**config.mk**
```make
export PLATFORM = sky130hd
export DESIGN_NAME = mini8_core
export DESIGN_NICKNAME = d
export VERILOG_FILES = /design/src/rtl/mini8_core.sv
export SDC_FILE = /design/constraint.sdc
export NUM_CORES = 1
export LEC_CHECK = 0
export ABC_CLOCK_PERIOD_IN_PS = 6160
export BUFFER_PORTS_ARGS = -buffer_cell sky130_fd_sc_hd__buf_2
export CAP_MARGIN = 10
export CORE_MARGIN = 5
export CORE_UTILIZATION = 35
export CTS_CLUSTER_DIAMETER = 200
export DETAILED_ROUTE_END_ITERATION = 8
export GPL_TIMING_DRIVEN = 1
export PLACE_DENSITY = 0.59
export REMOVE_ABC_BUFFERS = 1
export SLEW_MARGIN = 20
export SYNTH_ARGS = -nofsm -noshare
export SYNTH_HDL_FRONTEND = slang
export SYNTH_SLANG_ARGS = --single-unit
```
**constraint.sdc**
```tcl
create_clock -name clk -period 6.16 [get_ports clk]
set_clock_uncertainty 0.15 [all_clocks]
set_input_delay 1.232 -clock clk [delete_from_list [all_inputs] [get_ports clk]]
set_output_delay 1.232 -clock clk [all_outputs]
set_load 0.01 [all_outputs]
```
**src/rtl/mini8_core.sv**
```systemverilog
module mini8_core #(
  parameter int DW   = 8,
  parameter int IW   = 16,
  parameter int NREG = 8
) (
  input  logic          clk,
  input  logic          rst_n,
  output logic [DW-1:0] mem_addr,
  output logic [IW-1:0] mem_wdata,
  output logic          mem_we,
  input  logic [IW-1:0] mem_rdata
);
  localparam int RW   = $clog2(NREG);
  localparam int OPW  = 4;
  localparam int PADW = IW - OPW - 2*RW;

  localparam logic [OPW-1:0] OP_ADD = 4'd0, OP_LOAD = 4'd1, OP_STORE = 4'd2,
    OP_CLEAR = 4'd3, OP_JAL = 4'd4, OP_JUMP = 4'd5, OP_JUMPN = 4'd6,
    OP_COM = 4'd7, OP_BEQ = 4'd8, OP_INCR = 4'd9, OP_LDI = 4'd10, OP_NOP = 4'd15;

  typedef enum logic [1:0] {ST_FETCH, ST_DEC, ST_EXEC, ST_MEM} st_e;

  st_e           st;
  logic [DW-1:0] pc;
  logic [DW-1:0] rf [NREG];
  logic [IW-1:0] ir;
  logic          zf, nf;

  logic [OPW-1:0] op;
  logic [RW-1:0]  ra, rb;
  logic [DW-1:0]  va, vb, res;
  logic           taken, alu_op;

  assign op = (ir[IW-OPW-1 -: PADW] == '0) ? ir[IW-1 -: OPW] : OP_NOP;
  assign ra = ir[2*RW-1 -: RW];
  assign rb = ir[RW-1:0];
  assign va = rf[ra];
  assign vb = rf[rb];

  always_comb begin
    case (op)
      OP_ADD:  res = va + vb;
      OP_COM:  res = ~vb;
      OP_INCR: res = vb + 1'b1;
      OP_CLEAR: res = rf[0];
      default: res = mem_rdata[DW-1:0];
    endcase
  end

  assign alu_op = (op == OP_ADD) || (op == OP_COM) || (op == OP_INCR) || (op == OP_CLEAR);
  assign taken  = (op == OP_JUMP) || (op == OP_JAL) ||
                  ((op == OP_JUMPN) && nf) || ((op == OP_BEQ) && zf);

  assign mem_we    = (st == ST_EXEC) && (op == OP_STORE);
  assign mem_wdata = {{(IW-DW){1'b0}}, vb};
  assign mem_addr  = (st == ST_EXEC && (op == OP_LOAD || op == OP_STORE)) ? va :
                     (st == ST_EXEC && op == OP_LDI) ? pc + 1'b1 : pc;

  always_ff @(posedge clk or negedge rst_n) begin
    if (!rst_n) begin
      st <= ST_FETCH;
      pc <= '0;
      ir <= '0;
      zf <= 1'b0;
      nf <= 1'b0;
      for (int i = 0; i < NREG; i++) rf[i] <= '0;
    end else begin
      case (st)
        ST_FETCH: st <= ST_DEC;
        ST_DEC: begin
          ir <= mem_rdata;
          st <= ST_EXEC;
        end
        ST_EXEC: begin
          if (op == OP_LOAD || op == OP_LDI) begin
            st <= ST_MEM;
          end else begin
            st <= ST_FETCH;
            pc <= taken ? vb : pc + 1'b1;
            if (alu_op) begin
              if (rb != '0) rf[rb] <= res;
              zf <= (res == '0);
              nf <= res[DW-1];
            end
            if (op == OP_JAL && rb != '0) rf[rb] <= pc + 1'b1;
          end
        end
        default: begin
          if (rb != '0) rf[rb] <= res;
          zf <= (res == '0);
          nf <= res[DW-1];
          pc <= (op == OP_LDI) ? pc + DW'(2) : pc + 1'b1;
          st <= ST_FETCH;
        end
      endcase
    end
  end

  AST_R0_HARDWIRED: assert property (@(posedge clk) disable iff (!rst_n) rf[0] == '0);
  AST_FETCH_TO_DECODE: assert property (@(posedge clk) disable iff (!rst_n)
    st == ST_FETCH |=> st == ST_DEC);
  AST_WRITE_ENDS_INSTR: assert property (@(posedge clk) disable iff (!rst_n)
    mem_we |=> st == ST_FETCH && pc == DW'($past(pc) + 1));
  AST_STORE_KEEPS_FLAGS: assert property (@(posedge clk) disable iff (!rst_n)
    mem_we |=> $stable({zf, nf}));
  AST_LDI_SKIPS_DATA: assert property (@(posedge clk) disable iff (!rst_n)
    (st == ST_MEM && op == OP_LDI) |=> pc == DW'($past(pc) + 2));
  AST_DECODE_HOLDS_PC: assert property (@(posedge clk) disable iff (!rst_n)
    st == ST_DEC |=> $stable(pc));
endmodule

```
# Word level (Yosys, flattened, before mapping)

Index checks and enable logic that the tools add are counted.

Output and inout port bits: 25
Bits of input ports: 18
Bits in registers: 92

Bitwise gates (word level): 4
Reduce and logical (&&, ||, !) cells: 23
Equal/unequal tests: 14
Magnitude comparators: 3
Add/sub/neg operators: 4
Muxes and demuxes: 33

Operators with widths:

| operator                                                        | count |
|---|---|
| 64-bit 2-to-1 mux                                               | 6 |
| 64-bit bitwise mux                                              | 2 |
| 64-bit one-hot mux with 2 select lines                          | 1 |
| 8-bit 2-to-1 mux                                                | 10 |
| 8-bit binary-select mux with 3-bit select                       | 2 |
| 8-bit one-hot mux with 4 select lines                           | 1 |
| 8-bit demux with 3-bit select                                   | 1 |
| 8-bit by 1-bit adder with 8-bit output, second input constant   | 2 |
| 4-bit by 3-bit == test with 1-bit output, second input constant | 4 |
| 8-bit one-hot mux with 2 select lines                           | 1 |
| 4-bit == test, second input constant                            | 3 |
| 8-bit by 2-bit adder with 8-bit output, second input constant   | 1 |
| 8-bit adder                                                     | 1 |
| 4-bit by 2-bit == test with 1-bit output, second input constant | 2 |
| 4-bit greater-or-equal comparator, second input constant        | 2 |
| 8-bit logical NOT                                               | 1 |
| 1-bit logical OR                                                | 8 |
| 3-bit inverter with 4-bit output                                | 2 |
| 8-bit inverter                                                  | 1 |
| 1-bit logical AND                                               | 7 |
| 6-bit logical NOT                                               | 1 |
| 2-bit one-hot mux with 3 select lines                           | 1 |
| 4-bit by 1-bit == test with 1-bit output, second input constant | 1 |
| 4-bit logical NOT                                               | 1 |
| other kinds (14)                                                | 19 |

# Logic depth before layout (Yosys ltp)

Word-level depth: 15
Gate-level depth with buffers: 15
Gate-level depth less buffers: 13

# Worst setup path after synthesis

Ideal clock, no wire load.

Path type: register to register
From: register ir[3]
To: register rf[6] in the netlist's numbering
Cell stages (with the launch flop): 15
Arrival time: 4.070 ns
Period minus slack after synthesis: 4.341 ns
Path buffers: 2
Setup slack: 1.819 ns
Library setup time: 0.122 ns
Cell sequence: dfrtp_1 > clkbuf_1 > buf_1 > mux4_2 > mux2i_1 > o21ai_0 > ha_1 > fa_1 > a211oi_1 > o21ai_0 > a21oi_1 > mux2i_1 > o211a_1 > o22ai_1 > a32o_1

Cells in the longest elaborated chain, start to end: 15

RTL lines:

| element                                                    | line   | RTL |
|---|---|---|
| start, declared                                            | 26     | `logic [IW-1:0] ir;` |
| start signal, assigned                                     | 71     | `ir <= mem_rdata;` |
| 3-bit inverter with 4-bit output (not written as such) (*) | 37     | `assign va = rf[ra];` |
| 8-bit binary-select mux with 3-bit select (*)              | 37     |  |
| 8-bit 2-to-1 mux (not written as such) (*) (2 in series)   | 37     |  |
| 8-bit adder (*)                                            | 42     | `OP_ADD: res = va + vb;` |
| 8-bit one-hot mux with 4 select lines (*)                  | 41     | `case (op)` |
| 64-bit bitwise mux (*)                                     | 81, 89 |  |
| 64-bit 2-to-1 mux (*)                                      | 81     | `if (rb != '0) rf[rb] <= res;` |
| 64-bit 2-to-1 mux                                          | 80     | `if (alu_op) begin` |
| 64-bit 2-to-1 mux                                          | 75     | `if (op == OP_LOAD \|\| op == OP_LDI) begin` |
| 64-bit 2-to-1 mux                                          | 68     | `case (st)` |
| 64-bit bitwise mux                                         | 85     | `if (op == OP_JAL && rb != '0) rf[rb] <= pc + 1'b1;` |
| 64-bit 2-to-1 mux                                          | 85     |  |
| 64-bit 2-to-1 mux                                          | 75     |  |
| 64-bit one-hot mux with 2 select lines (*)                 | 68     |  |
| end signal, assigned by index                              | 81     |  |
| end signal, assigned by index                              | 85     |  |
| end signal, assigned by index                              | 89     | `if (rb != '0) rf[rb] <= res;` |
| end, declared                                              | 25     | `logic [DW-1:0] rf [NREG];` |

Mark *: on every way between the ends. The rest lies on a longest branch, timed or not. The select of a mux whose other input is x is not followed.
A chain may end at the register's enable or synchronous reset.

# Worst setup path in the final report

From: register ir[11]
To: output port mem_addr[0]

Cells in the longest elaborated chain, start to end: 6
Elaborated cells on any way between the ends: 10

RTL lines:

| element                                                      | line   | RTL |
|---|---|---|
| 6-bit logical NOT (*)                                        | 34     | `assign op = (ir[IW-OPW-1 -: PADW] == '0) ? ir[IW-1 -: OPW] : OP_NOP;` |
| 4-bit 2-to-1 mux (*)                                         | 34     |  |
| 4-bit == test (tied with other cells)                        | 57     | `(st == ST_EXEC && op == OP_LDI) ? pc + 1'b1 : pc;` |
| 1-bit logical AND / 1-bit logical OR (equally long branches) | 57, 56 |  |
| 8-bit 2-to-1 mux / 1-bit logical AND (equally long branches) | 57, 56 |  |
| 8-bit 2-to-1 mux (*)                                         | 56     | `assign mem_addr = (st == ST_EXEC && (op == OP_LOAD \|\| op == OP_STORE)) ? va :` |
| end, declared                                                | 8      | `output logic [DW-1:0] mem_addr,` |

Mark *: on every way between the ends. The rest lies on a longest branch, timed or not.

==> reports/qor.yml <==
hold_class: "register to register"
worst_setup_path_end_kind: "output pin"
grt_first_pass_wirelength_mm: 42.6
synth_top_cell_area_share_pct: 31.7
rsz0062_at_grt: "no"
coreArea_mm2: 0.0203
first_iter_violations: 988
layoutNonFillerInstCount: 1101
ctsHtreeMaxLevel: 3
outcome: "completed"
tritoncts: "done"
worstSetupStartpointType: "register"
die_h_um: 154
cts_root_buf: "clkbuf_16"
p_leak_nw: 3.04
fin_crit_sh_pct: 74.7
drv_cap: 0
cts_setup_buffers: 0
syn_area_mm2: 0.00726
path_clk_slew_ns: 0.07
via_per_inst: 6.54
cp_top_family: "simple AND/OR/NAND/NOR gates"
cts_buffers: 9
post_cts_resize_count: 0
grt-ovfl-total: 0
ios: 43
grt_start_max_net_pins: 54
yosys.area.top_type: "dfrtp_1"
drc: 0
postCtsHoldBufs: 0
portBuffers: 34
synth_top_cells_by_area: "dfrtp_1, mux4_2, o21ai_0, a21oi_1, mux2i_1"
mostFrequentLayoutCell: "dfrtp_1"
crit_required_ns: 4.78
crit_buf_inv: 1
fin_hold_ws_ns: 0.331
clock-sinks: 92
max_freq_mhz: 217
final_nets: 854
wl_per_cell_um: 25.2
tns_ns: 0
ys.flop_type: "dfrtp_1"
antenna_found_initial: 0
cts_max_path_buffers: 2
worst_pin_slew_ns: 1.09
dp.cells: 1085
drive_above_1_share_pct: 16.8
path_class: "register to output pin"
netlist_instances: 828
start_util_pct: 35.7
mostFrequentLayoutCells: "dfrtp_1, nand2_1, o21ai_0"
drv_slew: 0
hold_viol_final: 0
vdd_drop_max_mv: 0.182
worstSkewPairLatency_ns: 0.37
antenna_left: 0
placement_rows: 52
synth_edf_count: 0
post_synth.cell_area_avg_um2: 8.76
dp_hpwl_mm: 20.2
finalPower_mw: 4.86
area_growth_pct: 9.21
track_usage_pct: 23.2
timing.slew.headroom_pct: 26.8
fin_crit_ns: 4.60
cp_slowest_cell: "a2111oi_4"
reg2reg_slack_ns: 1.56
dieArea_mm2: 0.0237
cp_cell_sequence: "or4_1, or3_1, a2111oi_4, nor2_1, a21oi_1, buf_2"
crit_arrival_ns: 3.22
critPathMaxFanout: 15
vias: 7205
drt-pass1-iter-count: 6
grt_pass1_vias: 6817
async_reset_ff_share_pct: 100
antenna_cells: 0
synth_cell_type_count: 83
setup_viol: 0
gp_congestion: 0.957
wl_mm: 27.8
power_per_cell_area_mw_per_mm2: 613
cpPeakStageDelay_ns: 0.78
die_w_um: 154
synth_warnings: 0
synth-seq-area-share_pct: 31.7
postSynthRegisterBits: 92
-- synthesized netlist by cell type (15+ instances only) --
| cell type | instances |
|---|---|
| dfrtp_1 | 92 |
| nand2_1 | 70 |
| o21ai_0 | 67 |
| nor2_1 | 64 |
| a21oi_1 | 63 |
| clkbuf_1 | 45 |
| mux2i_1 | 30 |
| o22ai_1 | 27 |
| nand3_1 | 24 |
| mux2_2 | 23 |
| buf_2 | 21 |
| inv_1 | 19 |
| mux4_2 | 19 |
| a31oi_1 | 15 |
-- cells by family (layout without fill, tap and decap cells) --
| logic type | count (synthesis) | in the layout | synth area share, % |
|---|---|---|---|
| buf+inv | 99 | 95 | 6.00 |
| fa+ha+maj | 10 | 10 | 1.83 |
| compound gates | 302 | 302 | 28.5 |
| flops | 92 | 92 | 31.7 |
| xor+xnor | 20 | 20 | 2.60 |
| other cells | 1 | 8 | 0.0517 |
| simple gates | 232 | 232 | 15.7 |
| mux | 72 | 72 | 13.6 |
-- metrics by stage --
step           instance area [um^2]  worst slack [ns]  util (%)
4_1_cts                        7930              1.53      39.0
2_1_floorplan                  6920              2.10         -
3_3_place_gp                   7620              1.74      37.6
6_report                       7930              1.56      39.0
3_5_place_dp                   7620              1.69      37.6
5_1_grt                        7930              1.25      39.0
-- metal layers --
layer  global-route usage (%)  vias to the layer above  routed length, um
met5                        0                        -                  0
met4                     9.63                        0               1170
met3                     5.56                       92               2900
met2                     34.4                      458              12100
met1                     32.3                     3507              11600
li1                         -                     3148                  -
-- registers in the layout, summed over array words and instances, names as in the netlist --
register / flops
rf: 64
ir: 16
pc: 8
st: 2
nf: 1
zf: 1
-- cell type report --
class,instances,area [um^2]
Timing Repair Buffer,59,360
Inverter,20,75.1
Sequential cell,92,2300
Multi-Input combinational cell,644,4550
Clock buffer,11,243
Clock inverter,5,58.8
Tap cell,270,338
Fill cell,2071,12400
-- worst paths after layout --
kind	startpoint	end	cells after the start
setup / recovery	ir[11]$_DFFE_PN0P_	mem_addr[0]	6
setup reg to reg	ir[0]$_DFFE_PN0P_	rf[46]$_DFFE_PN0P_	13
max in group asynchronous	rst_n	rf[6]$_DFFE_PN0P_	2
min in group asynchronous	rst_n	ir[12]$_DFFE_PN0P_	1
hold reg to reg	rf[56]$_DFFE_PN0P_	rf[56]$_DFFE_PN0P_	0
hold / removal	rf[56]$_DFFE_PN0P_	rf[56]$_DFFE_PN0P_	0
-- where the power goes --
part / total, mW / internal (mW) / switching, mW
Clock: 0.593 / 0.327 / 0.266
Sequential: 1.30 / 0.842 / 0.456
Combinational: 2.97 / 1.20 / 1.77
-- worst register-to-register path: cells and delay by family, from the launching register on --
family / cells / cell delay, ns
AOI/OAI and AO/OA: 5 / 1.52
and+or+nand+nor: 1 / 0.14
muxes: 4 / 0.75
DFF: 1 / 0.81
buffers and inverters: 1 / 0.35
adders and majority gates: 2 / 0.77
Note: power is estimated with default switching activity, not from simulation.
